--- src/rtl/skip_unit.sv ---
module skip_unit #(
  parameter int DATA_W = 12
) (
  input  logic [11:0]       op_word,
  input  logic [DATA_W-1:0] acc_in,
  input  logic              link_in,
  input  logic [DATA_W-1:0] switches,
  output logic              grp_hit,
  output logic              skip,
  output logic [DATA_W-1:0] acc_out,
  output logic              link_out,
  output logic              halt_req
);
  localparam int B_GRP = 8;
  localparam int B_CLR = 7;
  localparam int B_NEG = 6;
  localparam int B_ZER = 5;
  localparam int B_LNK = 4;
  localparam int B_SNS = 3;
  localparam int B_SWR = 2;
  localparam int B_HLT = 1;
  localparam int B_EXT = 0;

  logic ac_neg, ac_zero, any_hit, all_hit;
  logic [DATA_W-1:0] after_clr, after_swr;

  assign grp_hit = (op_word[11:9] == 3'b111) && op_word[B_GRP] && !op_word[B_EXT];

  assign ac_neg  = acc_in[DATA_W-1];
  assign ac_zero = (acc_in == '0);

  assign any_hit = (op_word[B_NEG] & ac_neg) | (op_word[B_ZER] & ac_zero)
                 | (op_word[B_LNK] & link_in);
  assign all_hit = (~op_word[B_NEG] | ~ac_neg) & (~op_word[B_ZER] | ~ac_zero)
                 & (~op_word[B_LNK] | ~link_in);

  assign skip = grp_hit & (op_word[B_SNS] ? all_hit : any_hit);

  assign after_clr = op_word[B_CLR] ? '0 : acc_in;
  assign after_swr = op_word[B_SWR] ? (after_clr | switches) : after_clr;

  assign acc_out  = grp_hit ? after_swr : acc_in;
  assign halt_req = grp_hit & op_word[B_HLT];
  assign link_out = link_in;
endmodule

--- config.mk ---
export PLATFORM = sky130hd
export DESIGN_NAME = skip_unit
export DESIGN_NICKNAME = d
export VERILOG_FILES = /design/src/rtl/skip_unit.sv
export SDC_FILE = /design/constraint.sdc
export NUM_CORES = 1
export LEC_CHECK = 0
export BUFFER_PORTS_ARGS = -buffer_cell sky130_fd_sc_hd__buf_2
export CAP_MARGIN = 20
export CORE_AREA = 2 2 39 41
export DETAILED_ROUTE_END_ITERATION = 6
export DIE_AREA = 0 0 41 43
export PLACE_DENSITY = 0.68
export REMOVE_ABC_BUFFERS = 1
export SLEW_MARGIN = 20
export SYNTH_ARGS = -nofsm -noshare
export SYNTH_HDL_FRONTEND = slang
export SYNTH_SLANG_ARGS = --single-unit
--- constraint.sdc ---
create_clock -name vclk -period 1.3
set_input_delay 0 -clock vclk [all_inputs]
set_output_delay 0 -clock vclk [all_outputs]
set_load 0.005 [all_outputs]
==> results of run 1 <==
[power breakdown]
part	leakage (nW)	switching, mW	total [mW]	internal (mW)
sequential	0	0	0	0
combinational	0.333	0.0506	0.132	0.0813
clock	0	0	0	0
[logic make-up after synthesis]
logic type / count (synthesis)
buf+inv: 4
simple gates: 13
compound gates: 14
[area by class of cell]
cell class / count / area (µm²) / area share
inverter: 1 / 3.75 / 0.00704
tap: 16 / 20.0 / 0.0376
timing repair buffer: 53 / 265 / 0.498
multi-input combinational: 27 / 244 / 0.458
[cell usage after synthesis]
cell type	count
buf_4	1
nor2_1	1
nor4_2	1
and2_1	1
nand3b_4	1
nand2_1	1
nor2_8	1
and3b_1	1
inv_1	1
a22o_1	12
nand3_1	1
a21oi_1	1
nand2_4	1
buf_6	2
nand4_1	1
and2_4	1
nor3_1	1
nor4b_2	1
a22oi_1	1
[through the flow]
step                      setup slack [ns]  power, mW  std cells  instance area [µm²]  hold slack [ns]
after floorplan                      0.628     0.0457         28                  248                0
after global placement               0.285      0.131         97                  533            0.181
after detailed placement             0.285      0.134         97                  533            0.183
after CTS                            0.282      0.134         97                  533            0.183
after global routing                 0.151      0.146         97                  533            0.193
final                                0.307      0.132         97                  533            0.182
[per-layer routing]
layer	part of all wire	routed length, µm	vias up
met5	0	0	-
met3	0.11	111	0
li1	-	-	228
met1	0.39	389	200
met2	0.50	504	30
met4	0	0	0
[final timing paths]
check,startpoint,endpoint,slack (ns)
min,link_in,link_out,0.18
max,acc_in[3],skip,0.31
[worst max-delay path, delay by kind of cell]
| kind | cells | cell delay [ns] |
|---|---|---|
| buffers and inverters | 2 | 0.23 |
| AO/OA/AOI/OAI | 1 | 0.14 |
| AND/OR/NAND/NOR | 3 | 0.62 |
==> impl_metrics.json, run 1 <==
{
  "use_met1": 0.123,
  "grt_pass1_vias": 404,
  "io_pins": 53,
  "max_stage_delay_ns": 0.28,
  "min_path_cells": 2,
  "num_rows": 14,
  "synth_warnings": 0,
  "hp-class": "primary input to primary output",
  "place_congestion": 0.622,
  "num-nets-final": 120,
  "crit_chain": "buf_2 -> nor4b_2 -> nand4_1 -> a21oi_1 -> and3b_1 -> buf_2",
  "synth_top_cell_by_area": "a22o_1",
  "drive_gt1_frac": 0.728,
  "synth_simple_gate_area_frac": 0.455,
  "drt_iter0_drc": 6,
  "slew-limit-headroom": 0.851,
  "fillers": 153,
  "peakVddDrop_mv": 0.0890,
  "fin_util": 0.385,
  "drv_cap": 0,
  "n_antenna_cell": 0,
  "grt_first_pass_wirelength_mm": 1.42,
  "period_minus_slack_ns": 0.993,
  "port_buffers": 53,
  "crit_type": "primary input to primary output",
  "flops_and_latches": 0,
  "ys_seq_area_frac": 0,
  "totalWireLength_mm": 1.01,
  "worstSetupStartpointType": "primary input",
  "via_count": 458,
  "core_um2": 1380,
  "die_h_um": 43,
  "rsz0062_at_grt": "no",
  "setup_violations": 0,
  "antenna_found_initial": 0,
  "grt.overflow.total": 0,
  "wl_per_cell_um": 10.4,
  "cp.required_ns": 1.30,
  "start_util": 0.201,
  "cts_resized": 0,
  "worst_slew_pin_slew_ns": 0.223,
  "drc": 0,
  "globalRouteTotalUtil": 0.107,
  "drv_slew": 0,
  "post_cts_buffers": 0,
  "fp.dieW_um": 41,
  "max_freq_ghz": 1.01,
  "critPathMaxFanout": 2,
  "status": "finished, final reports clean",
  "firstDrtPassIters": 4,
  "synthMuxAreaShare": 0,
  "critical-path-slowest-cell": "nor4b_2",
  "met2_usage": 0.209,
  "cts_hold_buf": 0,
  "grt_max_degree": 13,
  "synth_cell_type_count": 19,
  "layout_common_cells": "buf_2, a22o_1",
  "synth-compound-area-share": 0.423,
  "synth_xor_area_frac": 0,
  "power_density_nw_per_um2": 247,
  "synthesis.area_um2": 278,
  "yosys.area.top_type_share": 0.378,
  "cp.arrival_ns": 0.99,
  "p_leak_nw": 0.333,
  "finalSetupTns_ns": 0,
  "synth_area_per_cell_um2": 8.96,
  "layout_commonest_cell": "buf_2",
  "synth_cells": 31,
  "hold_viol": 0,
  "grt-busiest-layer": "met2",
  "crit_path_end_kind": "primary output",
  "clockBufferCount": 0,
  "die-area_um2": 1760,
  "register_area_um2": 0,
  "grtUsageMet3": 0,
  "area_growth_pct": 91.9,
  "synth_top_family_by_area": "simple AND/OR/NAND/NOR gates",
  "period_share": 0.764,
  "ant_nets": 0,
  "cp_common_cell": "buf_2",
  "vias_per_cell": 4.72,
  "synth.area.top_cells": "a22o_1, buf_6, nand3b_4",
  "synthAdderAreaFrac": 0
}
(Power assumes the default switching activity.)
==> run 2, diff against run 1 <==
Settings changed: PLACE_DENSITY 0.68 to 0.71.
Clock period 1.3 ns to 0.84 ns, I/O delays scaled along.
==> run 2 against run 1 <==
  * Sequential share of layout area is the same
  * Non-clock buffer count grew 2
  * Final cell count grew 4.1%
  * Global-route usage shrank 0.50 points
  * Power grew 85%
  * The run now ends with setup timing left
  * Worst hold slack gained 0.0036 ns
  * Count of clock-buffer cells in the layout is the same
  * Final area grew 18%
==> impl_metrics.json, run 2 (synthesis gave the netlist of run 1 again) <==
{
  "num_rows": 14,
  "critPathLaunch": "acc_in[8]",
  "hold_viol": 0,
  "totalWireLength_mm": 1.13,
  "post_cts_buffers": 0,
  "crit_end": "skip",
  "wl_per_cell_um": 11.2,
  "die_h_um": 43,
  "crit_type": "primary input to primary output",
  "period_minus_slack_ns": 0.952,
  "n_antenna_cell": 0,
  "firstDrtPassIters": 2,
  "p_leak_nw": 0.369,
  "max_stage_delay_ns": 0.26,
  "drive_gt1_frac": 0.741,
  "setup_violations": 13,
  "worst_slew_pin_slew_ns": 0.197,
  "globalRouteTotalUtil": 0.102,
  "die-area_um2": 1760,
  "port_buffers": 53,
  "hp-class": "primary input to primary output",
  "period_share": 1.13,
  "drt_iter0_drc": 1,
  "drv_cap": 0,
  "layout_commonest_cell": "buf_2",
  "place_inst": 99,
  "slew-limit-headroom": 0.868,
  "flops_and_latches": 0,
  "crit_chain": "buf_8 -> nor4_4 -> nand4_1 -> a21oi_1 -> and3b_1 -> buf_2",
  "rsz0062_at_grt": "yes",
  "fin_cells": 101,
  "drv_slew": 0,
  "crit_path_end_kind": "primary output",
  "ant_nets": 0,
  "status": "complete, but fails checks",
  "worstSetupStartpointType": "primary input",
  "place_congestion": 0.645,
  "critPathMaxFanout": 2,
  "register_area_um2": 0,
  "grt_first_pass_wirelength_mm": 1.35,
  "fp.dieW_um": 41,
  "via_count": 464,
  "num-nets-final": 124,
  "grt_max_degree": 13,
  "critical-path-slowest-cell": "nor4_4",
  "start_util": 0.201,
  "violations": "setup timing",
  "grt.overflow.total": 0,
  "area_growth_pct": 127,
  "clockBufferCount": 0,
  "total_power_uw": 244,
  "grt_pass1_vias": 363,
  "core_um2": 1380,
  "layout_common_cells": "buf_2, a22o_1, buf_6",
  "setup_ws_ns": -0.112,
  "cp.required_ns": 0.84,
  "power_density_nw_per_um2": 388,
  "vias_per_cell": 4.59,
  "cp.arrival_ns": 0.95,
  "io_pins": 53,
  "antenna_found_initial": 0,
  "max_freq_ghz": 1.05,
  "drc": 0,
  "cts_hold_buf": 0,
  "peakVddDrop_mv": 0.147
}
## run 2: cell count changes in the layout (fill, tap and decap cells not counted)
cell,before,now
buf_4,0,2
and2_4,1,2
nor4_2,1,0
buf_8,0,1
buf_2,53,48
nor4b_2,1,0
buf_6,0,4
nor4_4,0,1
nor4b_4,0,1
nand2_8,0,1
## run 2: timing repair
action	in CTS	in global routing
endpoints found under the setup margin	13	13
cloned	0	2
resized for setup	7	3
pin swaps	5	6
## run 2: worst max-delay path, delay by kind of cell
family          cells  cell delay (ns)
simple gates        3             0.59
buf+inv             2             0.22
compound gates      1             0.14
## run 2: report_power, final
part | total [mW] | internal (mW) | leakage, nW | switching [mW]
combinational | 0.244 | 0.151 | 0.369 | 0.0925
clock | 0 | 0 | 0 | 0
sequential | 0 | 0 | 0 | 0
total | 0.244 | 0.151 | 0.369 | 0.0925
## run 2: area by class of cell
cell class         count  area (µm²)
fillers              145         754
repair buffers        55         315
multi-input cells     29         290
well taps             16        20.0
inverters              1        3.75
## run 2: stage by stage
stage	hold slack, ns	instance area, µm²	utilization	setup WS, ns	setup TNS (ns)
floorplan	0	248	-	0.168	0
global placement	0.182	548	0.396	-0.174	-0.263
detailed placement	0.187	548	0.396	-0.182	-0.326
CTS	0.188	597	0.431	-0.162	-0.193
global route	0.193	629	0.455	-0.190	-1.04
finish	0.186	629	0.455	-0.112	-0.383
## run 2: how the worst min path moves through the flow
stage,cells after the start,end,start,slack [ns]
global placement,2,link_out,link_in,0.18
global route,2,link_out,link_in,0.19
finish,2,link_out,link_in,0.19
detailed placement,2,link_out,link_in,0.19
CTS,2,link_out,link_in,0.19
floorplan,0,link_out,link_in,0
## run 2: routing by layer
metal	track usage	wire length [µm]	vias up
met3	0	114	0
li1	-	-	239
met4	0	0	0
met2	0.209	603	27
met5	0	0	-
met1	0.111	416	198
